`config.mk`:
```
export PLATFORM = sky130hd
export DESIGN_NAME = prot_fault_unit
export DESIGN_NICKNAME = d
export VERILOG_FILES = /design/src/rtl/prot_pkg.sv /design/src/rtl/prot_rights.sv /design/src/rtl/prot_syndrome.sv /design/src/rtl/prot_classify.sv /design/src/rtl/prot_fault_unit.sv
export SDC_FILE = /design/constraint.sdc
export NUM_CORES = 1
export LEC_CHECK = 0
export BUFFER_PORTS_ARGS = -buffer_cell sky130_fd_sc_hd__buf_4
export CAP_MARGIN = 20
export CORE_ASPECT_RATIO = 0.9
export CORE_MARGIN = 5
export CORE_UTILIZATION = 49
export CTS_BUF_LIST = sky130_fd_sc_hd__clkbuf_8
export DETAILED_ROUTE_END_ITERATION = 8
export HOLD_SLACK_MARGIN = 0.12
export PLACE_DENSITY = 0.84
export SYNTH_ARGS = -nofsm -noshare
export SYNTH_HDL_FRONTEND = slang
export SYNTH_SLANG_ARGS = --single-unit
```
`constraint.sdc`:
```
create_clock -name clk -period 4.6 [get_ports clk]
set_input_delay 0.92 -clock clk [delete_from_list [all_inputs] [get_ports clk]]
set_output_delay 0.92 -clock clk [all_outputs]
set_load 0.01 [all_outputs]
```
`src/rtl/prot_pkg.sv`:
```
package prot_pkg;

    typedef enum logic [1:0] {
        ACC_READ  = 2'd0,
        ACC_WRITE = 2'd1,
        ACC_FETCH = 2'd2,
        ACC_ALT   = 2'd3
    } acc_kind_e;

    typedef enum logic [1:0] {
        LK_MISS   = 2'd0,
        LK_ENTRY  = 2'd1,
        LK_DIRECT = 2'd2,
        LK_NONE   = 2'd3
    } lookup_e;

    typedef enum logic [1:0] {
        FLT_NONE = 2'd0,
        FLT_INSN = 2'd1,
        FLT_DATA = 2'd2,
        FLT_RSVD = 2'd3
    } fault_e;

    typedef enum logic [1:0] {
        FAIL_NONE   = 2'd0,
        FAIL_NOEXEC = 2'd1,
        FAIL_PROT   = 2'd2,
        FAIL_MISS   = 2'd3
    } fail_e;

    typedef enum logic [1:0] {
        PHYS_NONE   = 2'd0,
        PHYS_EFF    = 2'd1,
        PHYS_FORCED = 2'd2,
        PHYS_RSVD   = 2'd3
    } phys_sel_e;

    typedef struct packed {
        logic rd;
        logic wr;
        logic ex;
    } perm_t;

    typedef struct packed {
        perm_t     perm;
        logic      allow;
        fault_e    fault;
        logic [31:0] code;
        logic      capture;
        phys_sel_e phys;
    } verdict_t;

    localparam logic [31:0] SYN_NOEXEC  = 32'h1000_0000;
    localparam logic [31:0] SYN_PROT_RD = 32'h0800_0000;
    localparam logic [31:0] SYN_PROT_WR = 32'h0A00_0000;
    localparam logic [31:0] SYN_MISS_RD = 32'h4000_0000;
    localparam logic [31:0] SYN_MISS_WR = 32'h4200_0000;

    localparam perm_t PERM_ALL  = '{rd: 1'b1, wr: 1'b1, ex: 1'b1};
    localparam perm_t PERM_NONE = '{rd: 1'b0, wr: 1'b0, ex: 1'b0};

    // Two-level key / protection-field table; execute follows the segment only.
    function automatic perm_t pp_rights(input logic key, input logic [1:0] pp,
                                        input logic nx);
        perm_t p;
        p.ex = ~nx;
        if (!key) begin
            p.rd = 1'b1;
            p.wr = (pp != 2'd3);
        end else begin
            p.rd = (pp != 2'd0);
            p.wr = (pp == 2'd2);
        end
        return p;
    endfunction

    function automatic logic has_right(input perm_t p, input acc_kind_e k);
        logic r;
        case (k)
            ACC_FETCH: r = p.ex;
            ACC_WRITE: r = p.wr;
            default:   r = p.rd;
        endcase
        return r;
    endfunction

endpackage

```
`src/rtl/prot_rights.sv`:
```
module prot_rights
    import prot_pkg::*;
(
    input  logic        user_mode,
    input  logic        key_sup,
    input  logic        key_user,
    input  logic [1:0]  pp,
    input  logic        nx,
    output logic        key,
    output perm_t       perm
);

    always_comb begin
        key  = user_mode ? key_user : key_sup;
        perm = pp_rights(key, pp, nx);
    end

endmodule

```
`src/rtl/prot_syndrome.sv`:
```
module prot_syndrome
    import prot_pkg::*;
(
    input  fail_e       fail,
    input  acc_kind_e   kind,
    output fault_e      fault,
    output logic [31:0] code,
    output logic        capture
);

    logic is_fetch;
    logic is_write;

    always_comb begin
        is_fetch = (kind == ACC_FETCH);
        is_write = (kind == ACC_WRITE);

        if (fail == FAIL_NONE)
            fault = FLT_NONE;
        else if (is_fetch)
            fault = FLT_INSN;
        else
            fault = FLT_DATA;

        case (fail)
            FAIL_NOEXEC: code = SYN_NOEXEC;
            FAIL_PROT:   code = is_write ? SYN_PROT_WR : SYN_PROT_RD;
            FAIL_MISS:   code = is_write ? SYN_MISS_WR : SYN_MISS_RD;
            default:     code = 32'h0;
        endcase

        capture = (fault == FLT_DATA);
    end

endmodule

```
`src/rtl/prot_classify.sv`:
```
module prot_classify
    import prot_pkg::*;
#(
    parameter int                   BUSID_W   = 9,
    parameter logic [BUSID_W-1:0]   FORCED_ID = 9'h07F
)(
    input  acc_kind_e           kind,
    input  logic                insn_en,
    input  logic                data_en,
    input  lookup_e             lookup,
    input  logic                nx,
    input  logic [BUSID_W-1:0]  bus_id,
    input  logic                key,
    input  perm_t               entry_perm,
    output verdict_t            verdict
);

    logic      is_fetch;
    logic      xlat_on;
    perm_t     ds_perm;
    perm_t     perm;
    fail_e     fail;
    phys_sel_e phys;
    fault_e    fault;
    logic [31:0] code;
    logic      capture;

    always_comb begin
        is_fetch = (kind == ACC_FETCH);
        xlat_on  = is_fetch ? insn_en : data_en;
        ds_perm  = key ? '{rd: 1'b0, wr: 1'b1, ex: 1'b0}
                       : '{rd: 1'b1, wr: 1'b0, ex: 1'b0};

        fail = FAIL_NONE;
        perm = PERM_NONE;
        phys = PHYS_NONE;

        if (!xlat_on) begin
            perm = PERM_ALL;
            phys = PHYS_EFF;
        end else if (lookup == LK_DIRECT) begin
            if (bus_id == FORCED_ID) begin
                perm = PERM_ALL;
                phys = PHYS_FORCED;
            end else if (is_fetch) begin
                fail = FAIL_NOEXEC;
            end else begin
                perm = ds_perm;
                if (has_right(ds_perm, kind))
                    phys = PHYS_EFF;
                else
                    fail = FAIL_PROT;
            end
        end else if (is_fetch && nx) begin
            fail = FAIL_NOEXEC;
        end else if (lookup == LK_ENTRY) begin
            perm = entry_perm;
            if (!has_right(entry_perm, kind))
                fail = FAIL_PROT;
        end else begin
            fail = FAIL_MISS;
        end
    end

    prot_syndrome u_syndrome (
        .fail    (fail),
        .kind    (kind),
        .fault   (fault),
        .code    (code),
        .capture (capture)
    );

    always_comb begin
        verdict.perm    = perm;
        verdict.allow   = (fail == FAIL_NONE);
        verdict.fault   = fault;
        verdict.code    = code;
        verdict.capture = capture;
        verdict.phys    = phys;
    end

endmodule

```
`src/rtl/prot_fault_unit.sv`:
```
module prot_fault_unit
    import prot_pkg::*;
#(
    parameter int                 ADDR_W    = 32,
    parameter int                 SEGSEL_W  = 4,
    parameter int                 BUSID_W   = 9,
    parameter logic [BUSID_W-1:0] FORCED_ID = 9'h07F
)(
    input  logic                 clk,
    input  logic                 rst,
    input  logic                 req_valid,
    input  logic [1:0]           req_kind,
    input  logic                 req_user,
    input  logic                 xlat_insn_en,
    input  logic                 xlat_data_en,
    input  logic                 req_key_sup,
    input  logic                 req_key_user,
    input  logic                 req_nx,
    input  logic [1:0]           req_pp,
    input  logic [1:0]           req_lookup,
    input  logic [BUSID_W-1:0]   req_bus_id,
    input  logic [SEGSEL_W-1:0]  req_seg_low,
    input  logic [ADDR_W-1:0]    req_addr,
    output logic                 rsp_valid,
    output logic [2:0]           rsp_perm,
    output logic                 rsp_allow,
    output logic [1:0]           rsp_fault,
    output logic [31:0]          rsp_code,
    output logic [ADDR_W-1:0]    rsp_fault_addr,
    output logic                 rsp_bypass,
    output logic [ADDR_W-1:0]    rsp_phys_addr
);

    localparam int OFFS_W = ADDR_W - SEGSEL_W;

    logic              key;
    perm_t             entry_perm;
    verdict_t          verdict;
    logic [ADDR_W-1:0] phys_next;

    prot_rights u_rights (
        .user_mode (req_user),
        .key_sup   (req_key_sup),
        .key_user  (req_key_user),
        .pp        (req_pp),
        .nx        (req_nx),
        .key       (key),
        .perm      (entry_perm)
    );

    prot_classify #(
        .BUSID_W   (BUSID_W),
        .FORCED_ID (FORCED_ID)
    ) u_classify (
        .kind       (acc_kind_e'(req_kind)),
        .insn_en    (xlat_insn_en),
        .data_en    (xlat_data_en),
        .lookup     (lookup_e'(req_lookup)),
        .nx         (req_nx),
        .bus_id     (req_bus_id),
        .key        (key),
        .entry_perm (entry_perm),
        .verdict    (verdict)
    );

    always_comb begin
        case (verdict.phys)
            PHYS_EFF:    phys_next = req_addr;
            PHYS_FORCED: phys_next = {req_seg_low, req_addr[OFFS_W-1:0]};
            default:     phys_next = '0;
        endcase
    end

    always_ff @(posedge clk) begin
        if (rst) begin
            rsp_valid      <= 1'b0;
            rsp_perm       <= '0;
            rsp_allow      <= 1'b0;
            rsp_fault      <= '0;
            rsp_code       <= '0;
            rsp_fault_addr <= '0;
            rsp_bypass     <= 1'b0;
            rsp_phys_addr  <= '0;
        end else begin
            rsp_valid <= req_valid;
            if (req_valid) begin
                rsp_perm      <= verdict.perm;
                rsp_allow     <= verdict.allow;
                rsp_fault     <= verdict.fault;
                rsp_code      <= verdict.code;
                rsp_bypass    <= (verdict.phys != PHYS_NONE);
                rsp_phys_addr <= phys_next;
                if (verdict.capture)
                    rsp_fault_addr <= req_addr;
            end
        end
    end

endmodule

```
==> metrics.md <==
| Metric | Value |
|---|---|
| Netlist area before placement | between 0.003 and 0.004 sq mm |
| Avg Cell Area, Syn | roughly 11 sq um |
| Initial cell density of the core | 0.497 |
| Worst stage delay on the critical path | approximately 0.54 ns |
| Ant diodes | 0 |
| Run status | finished clean |
| Cell at the slowest stage of the critical path | sky130_fd_sc_hd__and3_1 |
| Yosys warnings | 0 |
| Maximum clock path buffer count | 2 |
| Type of the most critical hold path | reg -> reg |
| CP arrival | 3.21 ns |
| Wire length of the first global-routing pass | between 10000 and 15000 microns |
| Area after DPL | just under 0.004 sq mm |
| M1 GR Usage | 0.250 |
| Hold_buf cts | 0 |
| Footprint of the flip-flops and latches | about 0.0015 sq mm |
| Setup repair after global routing missed its margin | false |
| Per-cell routed wire length | between 15 and 20 microns |
| Data required time at the worst endpoint | about 4.9 ns |
| Static leakage | between 2 and 2.5 nW |
| Setup TNS | 0 ns |
| Buffer type at the clock tree root | sky130_fd_sc_hd__clkbuf_8 |
| Clock Sinks | between 70 and 80 |
| HPWL after detailed placement | between 6000 and 7000 microns |
| Largest area contributor in the synthesized netlist | sky130_fd_sc_hd__dfxtp_1 |
| Global-route met2 utilization | 0.319 |
| Bufs and invs on worst path | 3 |
| Clock skew after layout | 0 ns |
| Number of I/O port buffers | ~140 |
| Floorplan die area | slightly below 0.008 sq mm |
| Layout cell share with drive strength beyond 1 | 0.389 |
| Max_cap viols | 0 |
| Maximum VDD drop | 0.177 mV |
| Worst Tran Pin Value | slightly above 0.9 ns |
| EDFF count, synth | 0 |
| Pwr Total | between 0.0015 and 0.002 W |
| TritonCTS clock tree | yes |
| Final Instance Area | approximately 0.0042 sq mm |
| Unique masters post-synth | 35 |
| Fin crit period | 2.93 ns |
| Synthesized netlist cell count | between 200 and 300 |
| Fin. max-slew vios | 0 |
| Number of vias per cell after detailed routing | approximately 5.4 |
| Number of buffers created by CTS | 9 |
| Number of H-tree levels | 3 |
| Clock power share | 0.417 |
| Initial antenna violation count | 0 |
| Die Span X | a little over 90 microns |
| Final cycle utilization of the critical path | 0.637 |
| Number of register bits inferred by synthesis | 76 |
| GRT Residual Overflow | 0 |
| Layer carrying the most global-route usage | met2 |
| P_int | between 0.001 and 0.0015 W |
| Post-cts gate resize count | 0 |
| Worst setup path class | in -> reg |
| Cell Pwr Density | about 380 mW/mm^2 |
| Max_slew headroom | 0.378 |
| Power share of the sequential group | 0.441 |
| Crit end category | register |
| Total setup buffers inserted after CTS | 0 |
| Overall via count from detail_route | between 2000 and 3000 |
| Maximum number of pins on one net before global-route repair | 33 |
| Total setup violations reported at the end of the flow | 0 |
| Core area | between 0.006 and 0.007 sq mm |
| Number of hold violations in the final report | 0 |
| Most used flip-flop cell after synthesis | sky130_fd_sc_hd__dfxtp_1 |
| Cells along the critical path | buf_4 > inv_1 > ha_1 > nand2_1 > o21ai_0 > nand2_1 > o211ai_2 > and3_1 > buf_4 > a22o_1 |
| Peak fanout along the critical path | 21 |
| Synth top area cells | sky130_fd_sc_hd__dfxtp_1, sky130_fd_sc_hd__a22o_1, sky130_fd_sc_hd__buf_4 |
| Commonest cells in the netlist | sky130_fd_sc_hd__dfxtp_1, sky130_fd_sc_hd__a22o_1, sky130_fd_sc_hd__buf_4 |
| Final estimated routing congestion in global placement | 0.812 |
| Die Y-Extent | 84.3 microns |
| Portion of the post-synthesis area used by sequential elements | 0.506 |
| Achievable Freq | 0.341 GHz |
| Area occupied by multi-input gates | between 0.001 and 0.0015 sq mm |
| FP Rows | 27 |
| Top cell family by delay on the critical path | simple AND/OR/NAND/NOR gates |
| Share of async-settable or async-resettable flops after synthesis | 0 |
| Global router's overall resource usage | 0.197 |
| Area growth from synthesis to layout | 39.7% |
| Area fraction of the dominant cell type after synthesis | 0.506 |
| Worst skew pair latency | 0.33 ns |
| Combinational Power Share | 0.142 |
| Initial DRT Pass Iterations | 4 |
| Final ANT Viol Nets | 0 |
| Final worst hold slack | ~0.47 ns |
| Number of filler cells placed in the layout | 480 |
| Most numerous cell in the Yosys netlist | sky130_fd_sc_hd__dfxtp_1 |
| Via count of the first global-routing pass | 2478 |
| Clock slew at the register clock pins of the worst setup and hold paths | approximately 0.070 ns |
| DRC errors left | 0 |
| Final #Nets | approximately 470 |
| Fraction of met3 tracks used by global routing | 0.0672 |
| Top-level I/O count | between 150 and 200 |
| Switching power share of the total | 0.232 |
| Total Wirelength | a little under 8000 microns |
| Number of violations reported at the end of detailed-routing iteration 0 | 78 |
| Startpoint types | input pin |
| Net Sw Power | approximately 0.00037 W |
| Fin util | 0.694 |
[power by group through the flow]
stage	clock [W]	combinational [W]	sequential, W
6_report	0.000672	0.000229	0.000712
5_1_grt	0.000721	0.000248	0.000716
3_5_place_dp	0	0.000228	0.000727
2_1_floorplan	0	0.000116	0.000740
4_1_cts	0.000684	0.000229	0.000712
3_3_place_gp	0	0.000224	0.000726
[flip-flops by register name, indices dropped and copies added, names as in the netlist]
signal,count
rsp_bypass,1
rsp_allow,1
rsp_code,4
rsp_perm,3
rsp_fault_addr,32
rsp_valid,1
rsp_fault,2
rsp_phys_addr,32
[logic make-up after synthesis]
logic type / count (synthesis) / share of synthesized area
DFF: 76 / 0.506
adders and majority gates: 5 / 0.0208
buffers and inverters: 51 / 0.115
xor gates and xnor gates: 1 / 0.00292
and+or+nand+nor: 47 / 0.0858
AOI/OAI and AO/OA: 92 / 0.260
muxes: 1 / 0.00750
other: 1 / 0.00125
[cells in the final DEF, fill, tap and decap left out, types with 2 or more instances in the layout]
| cell | instances |
|---|---|
| sky130_fd_sc_hd__and4b_1 | 2 |
| sky130_fd_sc_hd__nand4_1 | 2 |
| sky130_fd_sc_hd__nand2b_1 | 9 |
| sky130_fd_sc_hd__a22o_1 | 67 |
| sky130_fd_sc_hd__clkbuf_8 | 10 |
| sky130_fd_sc_hd__o21ai_0 | 5 |
| sky130_fd_sc_hd__nor2_2 | 2 |
| sky130_fd_sc_hd__inv_1 | 7 |
| sky130_fd_sc_hd__nor2b_1 | 5 |
| sky130_fd_sc_hd__nor3_1 | 4 |
| sky130_fd_sc_hd__nand3_1 | 6 |
| sky130_fd_sc_hd__nor2_1 | 7 |
| sky130_fd_sc_hd__o21a_1 | 3 |
| sky130_fd_sc_hd__and3_1 | 5 |
| sky130_fd_sc_hd__a21oi_1 | 6 |
| sky130_fd_sc_hd__buf_4 | 137 |
| sky130_fd_sc_hd__bufinv_16 | 4 |
| sky130_fd_sc_hd__dfxtp_1 | 76 |
| sky130_fd_sc_hd__nand2_1 | 4 |
| sky130_fd_sc_hd__ha_1 | 5 |
| sky130_fd_sc_hd__conb_1 | 28 |
| sky130_fd_sc_hd__a21o_1 | 2 |
[worst paths after layout]
check                            startpoint                         endpoint  slack [ns]  cells past startpoint
setup / recovery                req_kind[0]  rsp_fault_addr[20]$_SDFFE_PP0P_        1.67                     10
hold / removal       rsp_allow$_SDFFE_PP0P_           rsp_allow$_SDFFE_PP0P_        0.47                      2
setup reg to reg  rsp_code[28]$_SDFFE_PP0P_        rsp_code[28]$_SDFFE_PP0P_        3.86                      3
hold reg to reg      rsp_allow$_SDFFE_PP0P_           rsp_allow$_SDFFE_PP0P_        0.47                      2
[final cells by class]
type / instances / area share
sequential: 76 / 0.363
clock buffer: 10 / 0.0328
tap: 72 / 0.0215
multi-input combinational: 174 / 0.296
clock inverter: 6 / 0.0319
timing repair buffer: 138 / 0.249
inverter: 7 / 0.00626
[metrics by stage]
| stage | cells | setup slack [ns] |
|---|---|---|
| 4_1_cts | 482 | 1.29 |
| 5_1_grt | 483 | 1.45 |
| 3_3_place_gp | 466 | 1.03 |
| 6_report | 483 | 1.67 |
| 2_1_floorplan | 301 | 1.53 |
| 3_5_place_dp | 466 | 0.935 |
[routing by layer]
| metal | vias to the layer above | wire [microns] |
|---|---|---|
| li1 | 1220 | - |
| met1 | 1248 | 3420 |
| met2 | 115 | 3730 |
| met3 | 12 | 679 |
| met4 | 0 | 119 |
| met5 | - | 0 |
[worst min-delay path, cell delays in order, from the launching register on]
cell and delay (ns):
sky130_fd_sc_hd__dfxtp_1 0.34, sky130_fd_sc_hd__nand2_1 0.05, sky130_fd_sc_hd__o21ai_0 0.05
(Power assumes the default switching activity.)
